**config.mk**
```make
export PLATFORM = sky130hd
export DESIGN_NAME = csb_bridge
export DESIGN_NICKNAME = d
export VERILOG_FILES = /design/src/rtl/csb_pkg.sv /design/src/rtl/csb_req_decode.sv /design/src/rtl/csb_chan_regs.sv /design/src/rtl/csb_resp.sv /design/src/rtl/csb_bridge.sv
export SDC_FILE = /design/constraint.sdc
export NUM_CORES = 1
export LEC_CHECK = 0
export ABC_AREA = 1
export ABC_CLOCK_PERIOD_IN_PS = 1330
export BUFFER_PORTS_ARGS = -buffer_cell sky130_fd_sc_hd__buf_2
export CORE_MARGIN = 3
export CORE_UTILIZATION = 30
export CTS_BUF_LIST = sky130_fd_sc_hd__clkbuf_8
export DETAILED_ROUTE_END_ITERATION = 6
export PLACE_DENSITY_LB_ADDON = 0.12
export SYNTH_ARGS = -nofsm -noshare
export SYNTH_HDL_FRONTEND = slang
export SYNTH_SLANG_ARGS = --single-unit
export TNS_END_PERCENT = 10
```
**constraint.sdc**
```tcl
create_clock -name clk -period 1.33 [get_ports clk]
set_input_delay 0.1995 -clock clk [delete_from_list [all_inputs] [get_ports clk]]
set_output_delay 0.1995 -clock clk [all_outputs]
set_load 0.01 [all_outputs]
```
**src/rtl/csb_pkg.sv**
```systemverilog
package csb_pkg;

    // Fixed interface geometry of the register request port
    localparam int CP_ADDR_W  = 20;
    localparam int CP_DATA_W  = 32;
    localparam int TS_W       = 64;
    localparam int REG_IDX_W  = 8;
    localparam int RB_W       = 2 * CP_DATA_W;
    localparam int STRIDE_LSB = 3;                         // 8-byte register stride
    localparam int HALF_BIT   = 2;                         // selects the upper readback word
    localparam int WIN_LSB    = STRIDE_LSB + REG_IDX_W;    // 2048-byte channel window
    localparam int CH_FIELD_W = CP_ADDR_W - WIN_LSB;

    typedef enum logic [1:0] {
        OP_NONE  = 2'd0,
        OP_WRITE = 2'd1,
        OP_READ  = 2'd2
    } op_e;

    typedef struct packed {
        op_e                   op;
        logic [CH_FIELD_W-1:0] ch;
        logic [REG_IDX_W-1:0]  idx;
        logic                  upper;
    } dec_req_t;

    typedef struct packed {
        logic [REG_IDX_W-1:0] idx;
        logic [CP_DATA_W-1:0] data;
        logic [TS_W-1:0]      tstamp;
        logic                 has_time;
    } set_word_t;

    // Write wins over read when both strobes are high
    function automatic dec_req_t split_addr(input logic wr, input logic rd,
                                            input logic [CP_ADDR_W-1:0] a);
        dec_req_t d;
        d.op    = wr ? OP_WRITE : (rd ? OP_READ : OP_NONE);
        d.ch    = a[CP_ADDR_W-1:WIN_LSB];
        d.idx   = a[WIN_LSB-1:STRIDE_LSB];
        d.upper = a[HALF_BIT];
        return d;
    endfunction

    function automatic logic [CP_DATA_W-1:0] half_of(input logic [RB_W-1:0] v,
                                                     input logic upper);
        return upper ? v[RB_W-1:CP_DATA_W] : v[CP_DATA_W-1:0];
    endfunction

endpackage

```
**src/rtl/csb_req_decode.sv**
```systemverilog
module csb_req_decode
    import csb_pkg::*;
#(
    parameter int NUM_CH = 2
) (
    input  logic                 wr,
    input  logic                 rd,
    input  logic [CP_ADDR_W-1:0] addr,
    output dec_req_t             req,
    output logic [NUM_CH-1:0]    hit,
    output logic                 in_range
);

    logic [HALF_BIT-1:0] unused_low;

    assign req        = split_addr(wr, rd, addr);
    assign unused_low = addr[HALF_BIT-1:0];

    // One comparator per configured channel; higher channel numbers hit nothing
    for (genvar c = 0; c < NUM_CH; c++) begin : g_hit
        assign hit[c] = (req.op != OP_NONE) && (req.ch == CH_FIELD_W'(c));
    end

    assign in_range = |hit;

endmodule

```
**src/rtl/csb_chan_regs.sv**
```systemverilog
module csb_chan_regs
    import csb_pkg::*;
(
    input  logic                 clk,
    input  logic                 rst,
    input  logic                 wr_sel,
    input  logic                 rd_sel,
    input  set_word_t            wword,
    output set_word_t            held,
    output logic                 stb,
    output logic [REG_IDX_W-1:0] rb_idx
);

    always_ff @(posedge clk) begin
        if (rst) begin
            held   <= '0;
            stb    <= 1'b0;
            rb_idx <= '0;
        end else begin
            stb <= wr_sel;
            if (wr_sel) begin
                held <= wword;
            end
            if (rd_sel) begin
                rb_idx <= wword.idx;
            end
        end
    end

endmodule

```
**src/rtl/csb_resp.sv**
```systemverilog
module csb_resp
    import csb_pkg::*;
#(
    parameter int NUM_CH = 2,
    localparam int SEL_W = (NUM_CH > 1) ? $clog2(NUM_CH) : 1
) (
    input  logic                   clk,
    input  logic                   rst,
    input  op_e                    op,
    input  logic [SEL_W-1:0]       sel,
    input  logic                   upper,
    input  logic                   in_range,
    input  logic [NUM_CH*RB_W-1:0] rb_flat,
    output logic                   ack,
    output logic [CP_DATA_W-1:0]   data
);

    op_e              pend_op;
    logic [SEL_W-1:0] pend_sel;
    logic             pend_upper;
    logic             pend_ok;
    logic [RB_W-1:0]  rb_sel;

    // Readback value of the pending channel, one cycle after its index was driven
    always_comb begin
        rb_sel = '0;
        for (int c = 0; c < NUM_CH; c++) begin
            if (pend_sel == SEL_W'(c)) begin
                rb_sel = rb_flat[c*RB_W +: RB_W];
            end
        end
    end

    always_ff @(posedge clk) begin
        if (rst) begin
            pend_op    <= OP_NONE;
            pend_sel   <= '0;
            pend_upper <= 1'b0;
            pend_ok    <= 1'b0;
            ack        <= 1'b0;
            data       <= '0;
        end else begin
            pend_op    <= op;
            pend_sel   <= sel;
            pend_upper <= upper;
            pend_ok    <= in_range;
            ack        <= (pend_op != OP_NONE);
            data       <= (pend_op == OP_READ && pend_ok) ? half_of(rb_sel, pend_upper) : '0;
        end
    end

endmodule

```
**src/rtl/csb_bridge.sv**
```systemverilog
module csb_bridge
    import csb_pkg::*;
#(
    parameter int NUM_CH = 2,
    localparam int SEL_W = (NUM_CH > 1) ? $clog2(NUM_CH) : 1
) (
    input  logic                        clk,
    input  logic                        rst,
    input  logic                        req_wr,
    input  logic                        req_rd,
    input  logic [CP_ADDR_W-1:0]        req_addr,
    input  logic [CP_DATA_W-1:0]        req_data,
    input  logic                        req_has_time,
    input  logic [TS_W-1:0]             req_time,
    output logic                        resp_ack,
    output logic [CP_DATA_W-1:0]        resp_data,
    output logic [NUM_CH*REG_IDX_W-1:0] set_addr,
    output logic [NUM_CH*CP_DATA_W-1:0] set_data,
    output logic [NUM_CH-1:0]           set_stb,
    output logic [NUM_CH*TS_W-1:0]      set_time,
    output logic [NUM_CH-1:0]           set_has_time,
    output logic [NUM_CH*REG_IDX_W-1:0] rb_addr,
    input  logic [NUM_CH*RB_W-1:0]      rb_data
);

    dec_req_t          req;
    logic [NUM_CH-1:0] hit;
    logic              in_range;
    set_word_t         wword;

    csb_req_decode #(.NUM_CH(NUM_CH)) u_dec (
        .wr       (req_wr),
        .rd       (req_rd),
        .addr     (req_addr),
        .req      (req),
        .hit      (hit),
        .in_range (in_range)
    );

    assign wword = '{idx: req.idx, data: req_data, tstamp: req_time, has_time: req_has_time};

    for (genvar c = 0; c < NUM_CH; c++) begin : g_ch
        set_word_t            held;
        logic [REG_IDX_W-1:0] rbi;

        csb_chan_regs u_regs (
            .clk    (clk),
            .rst    (rst),
            .wr_sel (hit[c] && (req.op == OP_WRITE)),
            .rd_sel (hit[c] && (req.op == OP_READ)),
            .wword  (wword),
            .held   (held),
            .stb    (set_stb[c]),
            .rb_idx (rbi)
        );

        assign set_addr[c*REG_IDX_W +: REG_IDX_W] = held.idx;
        assign set_data[c*CP_DATA_W +: CP_DATA_W] = held.data;
        assign set_time[c*TS_W +: TS_W]           = held.tstamp;
        assign set_has_time[c]                    = held.has_time;
        assign rb_addr[c*REG_IDX_W +: REG_IDX_W]  = rbi;
    end

    csb_resp #(.NUM_CH(NUM_CH)) u_resp (
        .clk      (clk),
        .rst      (rst),
        .op       (req.op),
        .sel      (req.ch[SEL_W-1:0]),
        .upper    (req.upper),
        .in_range (in_range),
        .rb_flat  (rb_data),
        .ack      (resp_ack),
        .data     (resp_data)
    );

endmodule

```
* After elaboration in Yosys (flattened, before gate mapping)
Cells that the tools add are included.
** Storage, ports and cells
- Flip-flop bits (word level) :: 266
- Bits in latches :: 0
- Bits in writable memories :: 0
- Bits in read-only memories :: 0
- Input port bits :: 249
- Output and inout port bits :: 261
- Memories kept :: 0
** Operators by class
- Add/subtract/negate cells :: 0
- Multiply operators :: 0
- Divide/modulo/power cells :: 0
- Magnitude comparators :: 0
- Equal/unequal tests :: 4
- Shift-type cells :: 0
- Mux-type cells :: 4
- Bitwise operators :: 1
- Reductions and logical operators :: 12
** Operators by type and width (count)
- 2-to-1 mux 64 bit :: 1
- 2-to-1 mux 32 bit :: 1
- == test 9 x 1 -> 1 bit, second input constant :: 1
- logical NOT 9 bit :: 1
- logical AND 1 bit :: 7
- == test 2 bit, second input constant :: 2
- 2-to-1 mux 2 bit :: 2
- nonzero test 2 bit :: 2
- OR reduction 2 bit :: 2
- == test 2 x 1 -> 1 bit, second input constant :: 1
- inverter 1 bit :: 1

* Depth between registers and ports, before layout
Gate-level depths: netlist of the first run.
- Depth after elaboration :: 5
- Mapped depth :: 9
- Mapped depth without buffers :: 7

* By module
A second synthesis of the first run with hierarchy kept.
** Second synthesis, totals
- Cells, all modules :: 1903
- Area total of the unflattened synthesis :: 11920.2 µm²
** By module, submodules not included
- csb_chan_regs :: times used 2, cells each 711, area each 4593.2 µm²
- csb_resp :: times used 1, cells each 429, area each 2467.4 µm²
- csb_req_decode :: times used 1, cells each 42, area each 229.0 µm²
- csb_bridge :: times used 1, cells each 10, area each 37.5 µm²

* Worst setup path after synthesis of the first run
OpenSTA, ideal clock, no wires.
- Path kind :: input -> register
- From :: input req_wr
- To :: register g_ch[1].u_regs.held[14] (netlist name)
- Setup time :: 0.110 ns
- Arrival :: 1.175 ns
- Setup slack :: 0.045 ns
- Cell stages on the path :: 9
- Cell sequence :: buf_4 -> nor2_1 -> nor2_4 -> nand3_2 -> buf_2 -> buf_2 -> nand2_1 -> inv_1 -> nor2_1
** Between the ends
- Cells in the longest elaborated chain, start to end :: 4
** RTL lines
- from (decl) :: line csb_bridge.sv:9 : input logic req_wr,
- 2-to-1 mux 2 bit (*) :: line csb_pkg.sv:38 : d.op = wr ? OP_WRITE : (rd ? OP_READ : OP_NONE);
- nonzero test 2 bit :: line csb_req_decode.sv:21 : assign hit[c] = (req.op != OP_NONE) && (req.ch == CH_FIELD_W'(c));
- logical AND 1 bit :: line csb_req_decode.sv:21
- logical AND 1 bit (*) :: line csb_bridge.sv:49 : .wr_sel (hit[c] && (req.op == OP_WRITE)),
Every way passes the cells marked *; elsewhere a longest branch is shown, timed or not.
A chain may end at the register's enable or synchronous reset.

* Final worst setup path of the first run
- From :: register g_ch[0].u_regs.held[84] (netlist name)
- To :: output set_data[19]
** RTL lines
- to (decl) :: line csb_bridge.sv:18 : output logic [NUM_CH*CP_DATA_W-1:0] set_data,
No word-level cell between the ends.

==> results_dict.tcl, run 1 <==
set metrics [dict create \
    cp.required_ns 1.13 \
    wirelength_um 55000 \
    place.gp.congestion 0.955 \
    tightest_slew_ns 0.389 \
    clockBufferDepth 3 \
    finalWorstSetupSlack_ns 0.0559 \
    rows 76 \
    crit_arrival_ns 1.07 \
    cts_tree "yes" \
    min_from "req_addr[7]" \
    fillers 4171 \
    power.density_mw_per_mm2 838 \
    clk_latency_ns 0.61 \
    clk_pin_slew_ns 0.06 \
    r2r_slack_ns 0.08 \
    clock-skew-final_ns 0.00903 \
    critPathCaptureType "primary output" \
    synth_top_family_by_area "simple AND/OR/NAND/NOR gates" \
    drive_above_1_share_pct 30.6 \
    grt_pass1_vias 15300 \
    ant_nets 0 \
    outcome "finished, final reports clean" \
    fmax_mhz 785 \
    syn_nets 2383 \
    synth-seq-area-share_pct 40.5 \
    finalCritPeriodShare_pct 95.8 \
    first_pass_iters 6 \
    hold_path_depth 5 \
    overflow 0 \
    yosys-mux-area-fraction_pct 0 \
    slew_headroom_pct 73.9 \
    synth.area.top_cells "dfxtp_1 40%, inv_1 16%, nand2_1 13%" \
    cellLeakagePower_nw 11.1 \
    avgViaCountPerCell 4.42 \
    route.detailed.drc 0 \
    critical_path_peak_fanout 2 \
    cap_violations 0 \
    period_needed_ns 1.27 \
    die_width_um 215 \
    min_to "g_ch[0].u_regs.held[101]$_SDFFE_PP0P_" \
    fin_util_pct 49.9 \
    hold_viol 0 \
    maxSlewViolCount 0 \
    wl_per_cell_um 15.7 \
    die_y_um 215 \
    ys_types 18 \
    synth-adder-area-share_pct 0 \
    num_vias 15500 \
    port_buffers 507 \
    rsz0062_at_grt "true" \
    num_antenna_cells 0 \
    irDropWorstVdd_mv 0.692 \
    htree_levels 2 \
    dieArea_mm2 0.0464 \
    yosys_warnings 0 \
    drtIter0Drc 816 \
    crit_buf_inv 1 \
    syn_to_final_growth_pct 63.8 \
    cts_sinks 266 \
    reg2reg_depth 5 \
    pin_count 510 \
    critPathTopFamily "flip-flops" \
    nets 3123 \
    synth_top_area_share_pct 40.5 \
    dpl.hpwl_um 36800 \
    cp_slowest_stage_delay_ns 0.35 \
    synth_area_mm2 0.0132 \
    root_buffer "clkbuf_8" \
    grt_max_degree 65 \
    min_path_type "input port to flip-flop" \
    pre_cts_ws_ns -0.478 \
    path_cells "buf_6" \
    critical_path_class "flip-flop to primary output" \
    setup.worst_path.start_class "flip-flop" \
    synth_compound_gate_area_share_pct 3.65 \
    coreArea_mm2 0.0432 \
    crit_slowest_cell "dfxtp_2" \
    antenna_found_initial 0 \
    r2r_end "u_resp.data[7]$_SDFF_PP0_" \
    synth_xor_area_share_pct 0 \
    synth_area_per_cell_um2 6.17 \
    cts-buffers-inserted 49 \
    rr_startpoint "u_resp.pend_upper$_SDFF_PP0_" \
    yosysTopAreaCell "dfxtp_1" \
    setup_viol 0 \
    grt_use_total_pct 22.8 \
    ys_seq_elements 266 \
    synth-simple-area-share_pct 34.9 \
    grt_first_pass_wirelength_um 85200 \
    initial_core_util_pct 30.5 \
    postSynthCellCount 2134 \
]
[timing repair]
item                                   CTS  global route
buffers inserted                         2             0
gates resized for setup                429            28
setup endpoints to repair              213            43
hold buffers                           237             0
cloned                                   0             1
endpoints found under the hold margin  252             0
[flip-flops by register name, indices dropped and copies added (netlist names)]
signal,count
g_ch.u_regs.held,210
u_resp.data,32
g_ch.u_regs.rb_idx,16
g_ch.u_regs.stb,2
u_resp.pend_op,2
u_resp.ack,1
u_resp.pend_ok,1
u_resp.pend_sel,1
u_resp.pend_upper,1
[kinds of logic (layout without fill, tap and decap cells)]
kind of cell | Yosys count | after routing
AOI/OAI and AO/OA | 96 | 96
buffers and inverters | 712 | 1492
and+or+nand+nor | 1060 | 1060
DFF | 266 | 266
[through the flow]
step | total power, W | hold WS (ns) | setup TNS, ns | area [um^2] | std cells
3_3_place_gp | 0.00981 | 0.435 | -89.34 | 16900 | 3168
6_report | 0.0180 | 0.0681 | 0 | 21500 | 3499
4_1_cts | 0.0183 | 0.00349 | -0.239 | 21400 | 3498
3_5_place_dp | 0.00981 | 0.443 | -89.70 | 16900 | 3168
2_1_floorplan | 0.00896 | 0.271 | 0 | 13200 | 2134
5_1_grt | 0.0189 | 0.0750 | -0.0858 | 21500 | 3499
[how the worst max path moves through the flow]
stage	cells past startpoint	endpoint	slack, ns	startpoint
3_5_place_dp	9	g_ch[0].u_regs.held[60]$_SDFFE_PP0P_	-0.48	req_addr[12]
4_1_cts	1	set_addr[1]	-0.03	g_ch[0].u_regs.held[98]$_SDFFE_PP0P_
5_1_grt	1	set_addr[1]	-0.02	g_ch[0].u_regs.held[98]$_SDFFE_PP0P_
3_3_place_gp	9	g_ch[0].u_regs.held[60]$_SDFFE_PP0P_	-0.48	req_addr[12]
2_1_floorplan	9	g_ch[1].u_regs.held[14]$_SDFFE_PP0P_	0.05	req_wr
6_report	1	set_data[19]	0.06	g_ch[0].u_regs.held[84]$_SDFFE_PP0P_
[Yosys cell counts, drive strengths merged]
cell type / n
clkinv: 1
a21oi: 32
nand4: 226
nor4: 1
nor2: 367
clkbuf: 58
dfxtp: 266
inv: 565
o21ai: 64
nor3: 3
nand3: 6
buf: 88
nand2: 457
[tightest hold or removal path: stages]
cell and delay [ns]:
buf_2 0.07, inv_1 0.12, nand4_1 0.12, nand2_1 0.05, nor2_1 0.07
[cells in the final DEF, fill, tap and decap left out]
cell type,netlist,routed
inv_1,565,588
nand2_1,457,457
nor2_1,363,362
buf_2,59,337
dlygate4sd3_1,0,237
nand4_1,226,226
dfxtp_2,0,216
buf_6,0,163
buf_4,3,67
o21ai_0,64,63
clkbuf_8,0,58
dfxtp_1,266,47
a21oi_1,32,32
buf_12,0,30
clkinv_2,0,6
nand3_1,4,4
nor2_4,3,3
nor3_1,3,3
dfxtp_4,0,3
nor2_2,1,2
nand3_4,0,2
clkinvlp_4,0,2
inv_6,0,1
clkinv_1,1,1
o21ai_1,0,1
nor4_1,1,1
bufinv_16,0,1
clkbuf_16,0,1
[per-layer routing]
metal / share of wire, % / vias to the layer above / GRT usage, %
met2: 50 / 638 / 41.4
met3: 8.6 / 139 / 6.90
met4: 4.1 / 0 / 9.67
met1: 38 / 6909 / 24.7
li1: - / 7794 / -
met5: 0 / - / 0
[final cells by class]
| class | count | area (um^2) | share of cell area (%) |
|---|---|---|---|
| Timing Repair Buffer | 835 | 7020 | 32.6 |
| Sequential cell | 266 | 5610 | 26.0 |
| Multi-Input combinational cell | 1156 | 5090 | 23.6 |
| Inverter | 566 | 2130 | 9.88 |
| Clock buffer | 58 | 798 | 3.70 |
| Tap cell | 585 | 732 | 3.40 |
| Clock inverter | 33 | 165 | 0.767 |
[where the power goes]
group,internal (W),switching [W]
Sequential,0.00798,0.0000114
Combinational,0.00114,0.00114
Clock,0.00415,0.00364
No activity file was read; power rests on OpenSTA's default activity.
==> inputs of run 2 (changes only) <==
--- a/config.mk
+++ b/config.mk
@@ -6,7 +6,7 @@
 export NUM_CORES = 1
 export LEC_CHECK = 0
 export ABC_AREA = 1
-export ABC_CLOCK_PERIOD_IN_PS = 1330
+export ABC_CLOCK_PERIOD_IN_PS = 1320
 export BUFFER_PORTS_ARGS = -buffer_cell sky130_fd_sc_hd__buf_2
 export CORE_MARGIN = 3
 export CORE_UTILIZATION = 30
==> constraint.sdc (replaced) <==
create_clock -name clk -period 1.32 [get_ports clk]
set_input_delay 0.198 -clock clk [delete_from_list [all_inputs] [get_ports clk]]
set_output_delay 0.198 -clock clk [all_outputs]
set_load 0.01 [all_outputs]
==> run 2 against run 1 <==
  * Clock skew is 0.0019 ns higher
  * Final cell count barely moved
  * Power grew 4.4%
  * Clock power grew 9.8%
  * Global-route usage up 0.070 points
  * Critical path depth grew 4
  * First-iteration DRC count is 19% lower
  * Utilization grew 0.85 points
  * Setup slack lost 0.037 ns
  * Hold slack better by 0.023 ns
  * Critical path type is now input port to flip-flop
  * Highest routed layer is now met5
==> results_dict.tcl, run 2 (synthesis results as in run 1) <==
set metrics [dict create \
    min_path_type "input port to flip-flop" \
    slew_headroom_pct 73.4 \
    maxSlewViolCount 0 \
    grt_first_pass_wirelength_um 84800 \
    die_width_um 215 \
    pin_count 510 \
    finalCritPeriodShare_pct 98.6 \
    cts_sinks 266 \
    drtIter0Drc 664 \
    irDropWorstVdd_mv 0.682 \
    num_vias 15300 \
    dpl.hpwl_um 37900 \
    wl_per_cell_um 15.6 \
    clk_pin_slew_ns 0.06 \
    route.detailed.drc 0 \
    crit_arrival_ns 1.84 \
    antenna_found_initial 2 \
    critical_path_class "input port to flip-flop" \
    wirelength_um 54800 \
    rows 76 \
    final_common_cell "inv_1" \
    clockBufferDepth 3 \
    syn_to_final_growth_pct 66.6 \
    mostFrequentLayoutCells "576 x inv_1, 457 x nand2_1, 363 x nor2_1" \
    die_y_um 215 \
    root_buffer "clkbuf_8" \
    critical_path_peak_fanout 2 \
    overflow 0 \
    fin_util_pct 50.8 \
    cellLeakagePower_nw 11.2 \
    largest_register_ffs 210 \
    largest_register "g_ch.u_regs.held" \
    hold_viol 0 \
    port_buffers 507 \
    tightest_slew_ns 0.398 \
    htree_levels 2 \
    cts-buffers-inserted 51 \
    grt_max_degree 65 \
    rsz0062_at_grt "true" \
    clk_latency_ns 0.60 \
    clock-skew-final_ns 0.0110 \
    fmax_mhz 768 \
    dieArea_mm2 0.0464 \
    period_needed_ns 1.30 \
    outcome "finished, final reports clean" \
    setup_tns_ns 0 \
    place.gp.congestion 0.931 \
    cp.required_ns 1.86 \
    cap_violations 0 \
    setup_viol 0 \
    grt_use_total_pct 22.9 \
    grt_pass1_vias 15100 \
    ant_nets 0 \
    fillers 4301 \
    coreArea_mm2 0.0432 \
    setup.worst_path.start_class "input port" \
    critPathCaptureType "flip-flop" \
    reg_top3 "g_ch.u_regs.held x210, u_resp.data x32, g_ch.u_regs.rb_idx x16" \
    nets 3127 \
    first_pass_iters 5 \
    power.density_mw_per_mm2 860 \
    cts_tree "yes" \
    drive_above_1_share_pct 31.6 \
    avgViaCountPerCell 4.37 \
    initial_core_util_pct 30.5 \
]
## run 2: cell types whose count changed in the layout (fill, tap and decap cells not counted), sizes merged
cell and change:
clkbuf +14, inv -12, clkinvlp -2, diode +2, dlygate4sd3 +2, buf +1, bufinv -1, clkinv -1
## run 2: path summary, 6_finish.rpt
path	from	endpoint	slack, ns	depth (start not counted)
setup / recovery	req_addr[19]	u_resp.pend_ok$_SDFF_PP0_	0.02	5
hold / removal	rb_data[30]	u_resp.data[30]$_SDFF_PP0_	0.09	5
setup reg to reg	u_resp.pend_sel$_SDFF_PP0_	u_resp.data[27]$_SDFF_PP0_	0.08	6
hold reg to reg	u_resp.pend_op[0]$_SDFF_PP0_	u_resp.ack$_SDFF_PP0_	0.46	2
## run 2: layout make-up
cell class | count | area [um^2] | area share (%)
repair buffers | 837 | 7240 | 33.0
flip-flops and latches | 266 | 5630 | 25.7
multi-input cells | 1156 | 5100 | 23.3
inverters | 566 | 2130 | 9.72
clock buffers | 73 | 1000 | 4.58
well taps | 585 | 732 | 3.34
clock inverters | 17 | 70.1 | 0.320
diodes | 2 | 5.00 | 0.0228
## run 2: where the power goes
| group | switching [W] | internal (W) | total (W) | leakage [nW] |
|---|---|---|---|---|
| sequential | 0.0000101 | 0.00803 | 0.00804 | 2.27 |
| combinational | 0.00112 | 0.00114 | 0.00225 | 8.28 |
| clock | 0.00371 | 0.00485 | 0.00855 | 0.608 |
## run 2: stage by stage
| stage | setup WS [ns] | instances | hold slack, ns | area (um^2) | power, W |
|---|---|---|---|---|---|
| finish | 0.0185 | 3502 | 0.0910 | 21900 | 0.0188 |
| global route | -0.0273 | 3501 | 0.0452 | 21900 | 0.0198 |
| CTS | -0.0434 | 3500 | 0.0193 | 21800 | 0.0192 |
| detailed placement | -0.480 | 3171 | 0.421 | 16900 | 0.00987 |
| global placement | -0.455 | 3171 | 0.423 | 16900 | 0.00988 |
| floorplan | 0.0366 | 2134 | 0.269 | 13200 | 0.00903 |
## run 2: routing by layer
layer / vias to the layer above / global-route usage, % / part of all wire, %
li1: 7816 / - / -
met5: - / 0 / 0.024
met3: 116 / 7.36 / 8.2
met1: 6869 / 25.0 / 39
met2: 491 / 40.3 / 48
met4: 2 / 10.8 / 4.8
## run 2: critical path: stages
cell           delay (ns)
buf_2                0.10
dlygate4sd3_1        0.55
buf_4                0.14
nor4_2               0.25
dlygate4sd3_1        0.59
## run 2: repair_timing
item                                    CTS  global route
resized for setup                       493            21
endpoints found under the hold margin   257             0
endpoints found under the setup margin  236            65
buffers inserted                          0             0
hold buffers                            239             0
==> inputs of run 3 (changes only) <==
--- a/config.mk
+++ b/config.mk
@@ -8,10 +8,12 @@
 export ABC_AREA = 1
 export ABC_CLOCK_PERIOD_IN_PS = 1320
 export BUFFER_PORTS_ARGS = -buffer_cell sky130_fd_sc_hd__buf_2
+export CORE_ASPECT_RATIO = 0.9
 export CORE_MARGIN = 3
 export CORE_UTILIZATION = 30
 export CTS_BUF_LIST = sky130_fd_sc_hd__clkbuf_8
 export DETAILED_ROUTE_END_ITERATION = 6
+export HOLD_SLACK_MARGIN = 0.12
 export PLACE_DENSITY_LB_ADDON = 0.12
 export SYNTH_ARGS = -nofsm -noshare
 export SYNTH_HDL_FRONTEND = slang
==> run 3 against run 2 <==
  * Final area is 1.7% higher
  * Hold slack improved by 0.16 ns
  * Largest power group unchanged
  * Maximum frequency increased by 1.1%
==> results_dict.tcl, run 3 (synthesis results as in run 1) <==
set metrics [dict create \
    initial_core_util_pct 30.5 \
    maxSlewViolCount 0 \
    clk_pin_slew_ns 0.06 \
    critPathCaptureType "primary output" \
    finalCritPeriodShare_pct 97.5 \
    drive_above_1_share_pct 31.4 \
    dieArea_mm2 0.0464 \
    crit_arrival_ns 1.09 \
    fin_util_pct 51.6 \
    largest_register "g_ch.u_regs.held" \
    r2r_slack_ns 0.08 \
    antenna_found_initial 2 \
    die_y_um 205 \
    wl_per_cell_um 16.2 \
    finalWorstSetupSlack_ns 0.0324 \
    reg_top3 "g_ch.u_regs.held x210, u_resp.data x32, g_ch.u_regs.rb_idx x16" \
    overflow 0 \
    avgViaCountPerCell 4.44 \
    cp.required_ns 1.12 \
    clk_latency_ns 0.61 \
    rsz0062_at_grt "true" \
    clockBufferDepth 3 \
    port_buffers 507 \
    outcome "finished, final reports clean" \
    finalPower_w 0.0190 \
    dpl.hpwl_um 36700 \
    period_needed_ns 1.29 \
    irDropWorstVdd_mv 0.488 \
    critical_path_peak_fanout 2 \
    cap_violations 0 \
    cp_slowest_stage_delay_ns 0.35 \
    grt_first_pass_wirelength_um 82700 \
    crit_slowest_cell "dfxtp_2" \
    cts_sinks 266 \
    setup.worst_path.start_class "flip-flop" \
    syn_to_final_growth_pct 69.4 \
    grt_use_total_pct 22.5 \
    grt_pass1_vias 15100 \
    ant_nets 0 \
    power.density_mw_per_mm2 851 \
    path_cells "buf_6" \
    critPathTopFamily "flip-flops" \
    pre_cts_ws_ns -0.406 \
    critical_path_class "flip-flop to primary output" \
    final_common_cell "inv_1" \
    cts_tree "yes" \
    crit_buf_inv 1 \
    cts-buffers-inserted 51 \
    clock-skew-final_ns 0.0170 \
    pin_count 510 \
    mostFrequentLayoutCells "581 x inv_1, 456 x nand2_1, 363 x nor2_1" \
    grt_max_degree 65 \
    route.detailed.drc 0 \
    rows 72 \
    htree_levels 2 \
    nets 3130 \
    min_path_type "input port to flip-flop" \
    num_vias 15400 \
    slew_headroom_pct 74.3 \
    coreArea_mm2 0.0432 \
    cellLeakagePower_nw 11.3 \
    largest_register_ffs 210 \
    first_pass_iters 5 \
    place.gp.congestion 0.849 \
    wirelength_um 56500 \
    tightest_slew_ns 0.386 \
    setup_viol 0 \
    fmax_mhz 777 \
    die_width_um 227 \
    root_buffer "clkbuf_8" \
    hold_viol 0 \
    drtIter0Drc 699 \
]
[run 3: changes by cell type in the layout (fill, tap and decap cells not counted), moves of 6 or more]
| cell | before | now |
|---|---|---|
| buf_12 | 28 | 34 |
| buf_2 | 301 | 276 |
| buf_4 | 66 | 44 |
| buf_6 | 203 | 234 |
| clkbuf_16 | 0 | 6 |
[run 3: area by class of cell]
cell class / count / area [um^2]
Antenna cell: 1 / 2.50
Clock inverter: 23 / 118
Fill cell: 4128 / 20900
Multi-Input combinational cell: 1156 / 5100
Inverter: 566 / 2130
Clock buffer: 70 / 963
Tap cell: 555 / 694
Sequential cell: 266 / 5620
Timing Repair Buffer: 840 / 7660
[run 3: report_power, final]
part	switching (W)	internal (W)
sequential	0.0000122	0.00804
combinational	0.00112	0.00115
clock	0.00376	0.00488
[run 3: what timing repair did]
action | CTS | global route
gates resized for setup | 522 | 23
buffers inserted | 2 | 5
cloned | 0 | 6
pin swaps | 0 | 3
hold buffers | 244 | 1
hold endpoints to repair | 265 | 1
endpoints found under the setup margin | 237 | 249
[run 3: routing by layer]
metal | wire length (um) | global-route usage (%) | part of all wire (%)
met5 | 27 | 0 | 0.048
met4 | 2170 | 9.81 | 3.8
met3 | 4570 | 6.71 | 8.1
met2 | 27600 | 40.0 | 49
met1 | 22100 | 24.8 | 39
[run 3: worst paths after layout]
| path | from | depth (start not counted) | end |
|---|---|---|---|
| setup / recovery | g_ch[1].u_regs.held[99]$_SDFFE_PP0P_ | 1 | set_addr[10] |
| hold / removal | req_wr | 5 | g_ch[0].u_regs.stb$_SDFF_PP0_ |
| setup reg to reg | u_resp.pend_sel$_SDFF_PP0_ | 4 | u_resp.data[24]$_SDFF_PP0_ |
| hold reg to reg | u_resp.pend_op[0]$_SDFF_PP0_ | 2 | u_resp.ack$_SDFF_PP0_ |
[run 3: stage by stage]
stage	instance area (um^2)	hold WS (ns)	TNS (ns)	std cells
3_3_place_gp	16800	0.385	-57.95	3126
2_1_floorplan	13200	0.269	0	2134
3_5_place_dp	16800	0.387	-63.11	3126
4_1_cts	22000	0.189	-1.38	3465
5_1_grt	22300	0.233	-0.167	3476
6_report	22300	0.256	0	3477
